## config.mk

```make
export PLATFORM = sky130hd
export DESIGN_NAME = stx_dle_framer
export DESIGN_NICKNAME = d
export VERILOG_FILES = /design/src/rtl/fenc_pkg.sv /design/src/rtl/fenc_escape_detect.sv /design/src/rtl/fenc_burst_budget.sv /design/src/rtl/stx_dle_framer.sv
export SDC_FILE = /design/constraint.sdc
export NUM_CORES = 1
export LEC_CHECK = 0
export ABC_AREA = 1
export CAP_MARGIN = 20
export CORE_MARGIN = 4
export CORE_UTILIZATION = 41
export CTS_CLUSTER_DIAMETER = 150
export DETAILED_ROUTE_END_ITERATION = 10
export HOLD_SLACK_MARGIN = 0.06
export PLACE_DENSITY = 0.8
export RECOVER_POWER = 50
export SKIP_LAST_GASP = 1
export SYNTH_ARGS = -nofsm -noshare
export SYNTH_HDL_FRONTEND = slang
export SYNTH_SLANG_ARGS = --single-unit
```

## constraint.sdc

```tcl
create_clock -name clk -period 1.35 [get_ports clk]
set_clock_uncertainty 0.15 [all_clocks]
set_input_delay 0.135 -clock clk [delete_from_list [all_inputs] [get_ports clk]]
set_output_delay 0.135 -clock clk [all_outputs]
set_load 0.005 [all_outputs]
```

## src/rtl/fenc_pkg.sv

```systemverilog
`timescale 1ns/1ps
// Shared constants and types of the delimited framer.
// Assumes byte-wide symbols; the two marker values are fixed by the line protocol.
package fenc_pkg;
    localparam logic [7:0] SYM_STX = 8'h02;
    localparam logic [7:0] SYM_DLE = 8'h10;

    typedef enum logic {
        PH_IDLE  = 1'b0,
        PH_BURST = 1'b1
    } phase_t;
endpackage

```

## src/rtl/fenc_escape_detect.sv

```systemverilog
`timescale 1ns/1ps
// Flags a payload byte that must be escaped before it goes on the line.
// Assumes: escaping applies only in stuffed mode; purely combinational.
module fenc_escape_detect
    import fenc_pkg::*;
#(
    parameter int W = 8
) (
    input  logic [W-1:0] byte_i,
    input  logic         stuff_i,
    output logic         need_esc_o
);
    // Match against both reserved symbols when stuffing is on.
    always_comb begin
        need_esc_o = stuff_i && ((byte_i == W'(SYM_STX)) || (byte_i == W'(SYM_DLE)));
    end
endmodule

```

## src/rtl/fenc_burst_budget.sv

```systemverilog
`timescale 1ns/1ps
// Counts FIFO writes within one burst and reports whether another payload
// byte may be taken up. Assumes the burst began on an empty FIFO, so the
// count is an upper bound on occupancy. Stuffed mode reserves two entries
// (escape pair tail plus closing delimiter); plain mode reserves one.
module fenc_burst_budget #(
    parameter int DEPTH = 64,
    parameter int CNT_W = $clog2(DEPTH + 1)
) (
    input  logic             clk,
    input  logic             rst_n,
    input  logic             clear_i,
    input  logic             bump_i,
    input  logic             stuff_i,
    output logic             room_o,
    output logic [CNT_W-1:0] count_o
);
    localparam int RESERVE_STUFF = 2;
    localparam int RESERVE_PLAIN = 1;
    localparam logic [CNT_W-1:0] LIM_STUFF = CNT_W'(DEPTH - RESERVE_STUFF);
    localparam logic [CNT_W-1:0] LIM_PLAIN = CNT_W'(DEPTH - RESERVE_PLAIN);

    logic [CNT_W-1:0] count_q;

    // Burst write counter: cleared at burst start, bumped on every write.
    always_ff @(posedge clk) begin
        if (!rst_n)       count_q <= '0;
        else if (clear_i) count_q <= '0;
        else if (bump_i)  count_q <= count_q + 1'b1;
    end

    // Room test against the mode's limit.
    always_comb begin
        room_o  = count_q < (stuff_i ? LIM_STUFF : LIM_PLAIN);
        count_o = count_q;
    end

    // a write never lands once DEPTH entries have gone out in this burst.
    a_r10_no_overflow: assert property (@(posedge clk) disable iff (!rst_n)
        bump_i |-> (count_q < CNT_W'(DEPTH)));
endmodule

```

## src/rtl/stx_dle_framer.sv

```systemverilog
`timescale 1ns/1ps
// Streaming transmit framer. Wraps each payload frame in STX delimiters and,
// in stuffed mode, escapes payload STX/DLE bytes with a DLE. Writes in bursts
// that start only on an empty FIFO, keeping a per-burst write budget so the
// escape tail and closing delimiter always fit. A frame that outlives a
// burst stays open and is resumed by the next burst.
// Assumes: in_data/in_last hold steady while in_valid is high and unaccepted.
module stx_dle_framer
    import fenc_pkg::*;
#(
    parameter int DEPTH = 64,
    parameter int CNT_W = $clog2(DEPTH + 1)
) (
    input  logic       clk,
    input  logic       rst_n,
    input  logic       stuff_en,
    input  logic [7:0] in_data,
    input  logic       in_valid,
    input  logic       in_last,
    output logic       in_ready,
    input  logic       fifo_empty,
    output logic [7:0] fifo_data,
    output logic       fifo_wr
);
    phase_t           phase_q, phase_d;
    logic             open_q, open_d;
    logic             esc_q, esc_d;
    logic             close_q, close_d;
    logic             need_esc;
    logic             room;
    logic             budget_clear;
    logic [CNT_W-1:0] burst_cnt;

    fenc_escape_detect #(.W(8)) u_esc (
        .byte_i     (in_data),
        .stuff_i    (stuff_en),
        .need_esc_o (need_esc)
    );

    fenc_burst_budget #(.DEPTH(DEPTH), .CNT_W(CNT_W)) u_budget (
        .clk     (clk),
        .rst_n   (rst_n),
        .clear_i (budget_clear),
        .bump_i  (fifo_wr),
        .stuff_i (stuff_en),
        .room_o  (room),
        .count_o (burst_cnt)
    );

    // Next-state and output decode, one FIFO write per cycle at most.
    always_comb begin
        phase_d      = phase_q;
        open_d       = open_q;
        esc_d        = esc_q;
        close_d      = close_q;
        budget_clear = 1'b0;
        fifo_wr      = 1'b0;
        fifo_data    = in_data;
        in_ready     = 1'b0;
        unique case (phase_q)
            PH_IDLE: begin
                if (in_valid && fifo_empty) begin
                    phase_d      = PH_BURST;
                    budget_clear = 1'b1;
                end
            end
            PH_BURST: begin
                if (!open_q) begin
                    fifo_wr   = 1'b1;
                    fifo_data = SYM_STX;
                    open_d    = 1'b1;
                end else if (esc_q) begin
                    if (in_valid) begin
                        fifo_wr  = 1'b1;
                        in_ready = 1'b1;
                        esc_d    = 1'b0;
                        close_d  = in_last;
                    end
                end else if (close_q) begin
                    fifo_wr   = 1'b1;
                    fifo_data = SYM_STX;
                    open_d    = 1'b0;
                    close_d   = 1'b0;
                    phase_d   = PH_IDLE;
                end else if (!room) begin
                    phase_d = PH_IDLE;
                end else if (in_valid) begin
                    fifo_wr = 1'b1;
                    if (need_esc) begin
                        fifo_data = SYM_DLE;
                        esc_d     = 1'b1;
                    end else begin
                        in_ready = 1'b1;
                        close_d  = in_last;
                    end
                end
            end
            default: phase_d = PH_IDLE;
        endcase
    end

    // Framing state registers.
    always_ff @(posedge clk) begin
        if (!rst_n) begin
            phase_q <= PH_IDLE;
            open_q  <= 1'b0;
            esc_q   <= 1'b0;
            close_q <= 1'b0;
        end else begin
            phase_q <= phase_d;
            open_q  <= open_d;
            esc_q   <= esc_d;
            close_q <= close_d;
        end
    end

    // nothing is written or accepted while idle.
    a_r8_idle_quiet: assert property (@(posedge clk) disable iff (!rst_n)
        (phase_q == PH_IDLE) |-> (!fifo_wr && !in_ready));

    // a frame opens only through a written STX.
    a_r2_open_by_stx: assert property (@(posedge clk) disable iff (!rst_n)
        $rose(open_q) |-> $past(fifo_wr && (fifo_data == SYM_STX)));

    // a frame closes only through a written STX.
    a_r5_close_by_stx: assert property (@(posedge clk) disable iff (!rst_n)
        $fell(open_q) |-> $past(fifo_wr && (fifo_data == SYM_STX)));

    // a pending escape resolves into the reserved data byte, taken as written.
    a_r3_escape_pair: assert property (@(posedge clk) disable iff (!rst_n)
        (esc_q && in_valid) |-> (fifo_wr && in_ready &&
            ((in_data == SYM_STX) || (in_data == SYM_DLE))));

    // an accepted byte always goes to the FIFO unchanged in the same cycle.
    a_r4_accept_writes: assert property (@(posedge clk) disable iff (!rst_n)
        in_ready |-> (fifo_wr && (fifo_data == in_data)));

    // the escape pair never begins outside the stuffed budget.
    a_r6_escape_budget: assert property (@(posedge clk) disable iff (!rst_n)
        $rose(esc_q) |-> ($past(burst_cnt) < CNT_W'(DEPTH - 2)));
endmodule

```

==> results.cfg <==
[power_and_ir_drop]
sequentialPowerShare_pct = 38.5
irDropWorstVdd_uv = 640.3
switchingPower_w = 0.0002903
netSwitchingFraction_pct = 33.06
p_leak_nw = 0.7512
combinationalPowerShare_pct = 32.5
powerDensity_nw_per_um2 = 560.0
power.clock.fraction_pct = 29.0
p_int_w = 0.0005877

[synthesis]
netlist_area_um2 = 784.5
syn_avg_cell_area_um2 = 6.327
syn_inst = 124
synth_top_cell_area_share_pct = 28.07
synth_most_common_cell = nand2_1
ys_ff_latch = 11
ys_warn_count = 0
synthesis.nets = 139
yosysTopAreaCell = dfxtp_1
synth_ff_type = dfxtp_1
synth_edf_count = 0
synthDistinctLibCells = 25
synth-seq-area-share_pct = 28.07
yosys-top-cells-count = nand2_1 (32), inv_1 (17), a21oi_1 (15)
async_reset_ff_share_pct = 0
netlist_top_cells_area = dfxtp_1 (28%), nand2_1 (15%), a21oi_1 (9.6%)

[timing]
worst_slew_pin_slew_ps = 313.3
drv_slew = 0
max_slew_margin_pct = 79.05
finalHoldViolCount = 0
fin_setup_tns_ps = -6607
rsz0062_at_grt = true
setup_viol = 19
worst_slack_ps = -535.0
post-route-period-util_pct = 139.6
fmax_mhz = 530.5
min_period_ps = 1885

[global_routing]
grt_pass1_wl_um = 4933
track_usage_pct = 24.94
grt_pass1_vias = 1122
antenna_found_initial = 0
grt_max_degree = 10
grt_overflow = 0

[flow_run]
cap_violations = 0

[cts]
clock_sinks = 11
clk_path_buf_depth = 2
clock_latency_ps = 290
clockRootBuffer = clkbuf_4
cts_buffers = 3
clk_pin_slew_ps = 70
cts_tree = done
htree_levels = 1
hold_buffers = 0

[placement]
hpwlAfterDp_um = 1843
place_area_um2 = 1247
port_buffers = 23
gp_congestion = 0.8487
pre_cts_slack_ps = -791.0

[setup_path]
cp_num_buf_inv = 4
slowest_delay_ps = 430
cp.arrival_ps = 1600
end_kind = output port
crit_type = primary input to output port
critical_path.top_delay_family = buffers and inverters
cp_slowest_cell = clkdlybuf4s50_1
path_max_fanout = 3
worstPathRequired_ps = 1070
crit_path_start_kind = primary input
r2r_slack_ps = -290
path_cells = clkdlybuf4s50_1, inv_1, nand2_1, nor2_2, nand2_2, buf_6, nor2_4, a22oi_1, buf_2

[detailed_routing]
ant_nets = 0
drc = 0
finalWirelength_um = 3919
via_count = 1164
drt_first_pass_iters = 4
dr.first_iter.drc_count = 50
viasPerCell = 5.439
avgRoutedWirePerCell_um = 18.31

[layout]
nNetsFinal = 205
syn_to_final_growth_pct = 99.84
final_core_util_pct = 88.87
drive_gt1_share_pct = 59.79
seq_area_um2 = 231.5
multi_input_area_um2 = 686.9
diodes = 0
final_cell_area_um2 = 1568
final.fill_count = 92

[run_status]
violations = setup timing
outcome = complete, but fails checks

[worst_hold_path]
min_path_type = primary input to register

[floorplanning]
die_h_um = 51.74
die_w_um = 51.74
ios = 24
die_area_um2 = 2677
core_area_um2 = 1764
core.rowCount = 15
start_util_pct = 44.47
-- area by class of cell --
type	count	share of cell area, %
Sequential cell	11	14.76
Tap cell	25	1.995
Inverter	18	4.310
Clock buffer	4	1.676
Timing Repair Buffer	63	33.44
Multi-Input combinational cell	93	43.81
-- placed cells by master (no fill, tap or decap), types with 2 or more instances in the layout --
cell type / instances
buf_4: 32
nand2_1: 16
inv_1: 14
nand2_2: 14
a21oi_2: 11
clkdlybuf4s50_1: 10
buf_2: 9
buf_6: 8
nor2_1: 7
nand2_4: 6
nand3_1: 6
dfxtp_2: 6
nor2_4: 4
inv_2: 4
dfxtp_1: 4
nor2_2: 3
a21oi_1: 3
nand3_2: 3
clkbuf_4: 3
nand3_4: 2
a21oi_4: 2
a21boi_1: 2
nand3b_1: 2
o21ai_0: 2
xor2_1: 2
dlymetal6s2s_1: 2
-- cell families after synthesis --
family | after synthesis | synth area share, %
and+or+nand+nor | 65 | 38.92
AOI/OAI and AO/OA | 24 | 18.34
buffers and inverters | 20 | 9.727
DFF | 11 | 28.07
xor gates and xnor gates | 3 | 3.350
adders and majority gates | 1 | 1.595
-- flip-flops by register name, indices dropped and copies added (netlist names) --
name              flops
u_budget.count_o      7
open_q                1
close_q               1
phase_q               1
esc_q                 1
-- routing by layer --
layer  up-vias  global-route usage (%)  share of wire (%)
li1        525                       -                  -
met1       552                   27.45                 38
met2        66                   46.19                 51
met3        21                   4.011                6.1
met4         0                   11.35                4.8
met5         -                       0                  0
-- power by group through the flow --
stage                      logic, W  registers (W)  clock network, W
final                      0.000285       0.000338          0.000254
after global routing       0.000299       0.000339          0.000268
after CTS                  0.000236       0.000339          0.000241
after detailed placement   0.000220       0.000345                 0
after global placement     0.000215       0.000345                 0
after floorplan           0.0000873       0.000345                 0
-- worst register-to-register path, delay by kind of cell (launching register included) --
family                 cells  cell delay (ps)
flip-flops                 1              370
buffers and inverters      3              350
AO/OA/AOI/OAI              1              130
AND/OR/NAND/NOR            6              560
-- final timing paths --
path         depth (start not counted)                 from              endpoint
max reg2reg                         10   esc_q$_SDFFE_PN0P_    esc_q$_SDFFE_PN0P_
max                                  9           in_data[5]          fifo_data[1]
min reg2reg                          2  open_q$_SDFFE_PN0P_   open_q$_SDFFE_PN0P_
min                                  3              in_last  close_q$_SDFFE_PN0P_
-- timing repair --
item | 4_1_cts | 5_1_grt
setup buffers | 10 | 4
pin swaps | 12 | 19
hold endpoints to repair | 0 | 0
gates resized for setup | 77 | 44
endpoints found under the setup margin | 18 | 20
-- per-stage QoR --
stage / power [W] / hold WS (ps) / cells
after floorplan: 0.0004328 / 123.4 / 124
after global placement: 0.0005603 / 388.8 / 198
after detailed placement: 0.0005652 / 400.9 / 198
after CTS: 0.0008163 / 292.4 / 212
after global routing: 0.0009059 / 283.3 / 214
final: 0.0008780 / 280.8 / 214
(Power assumes the default switching activity.)
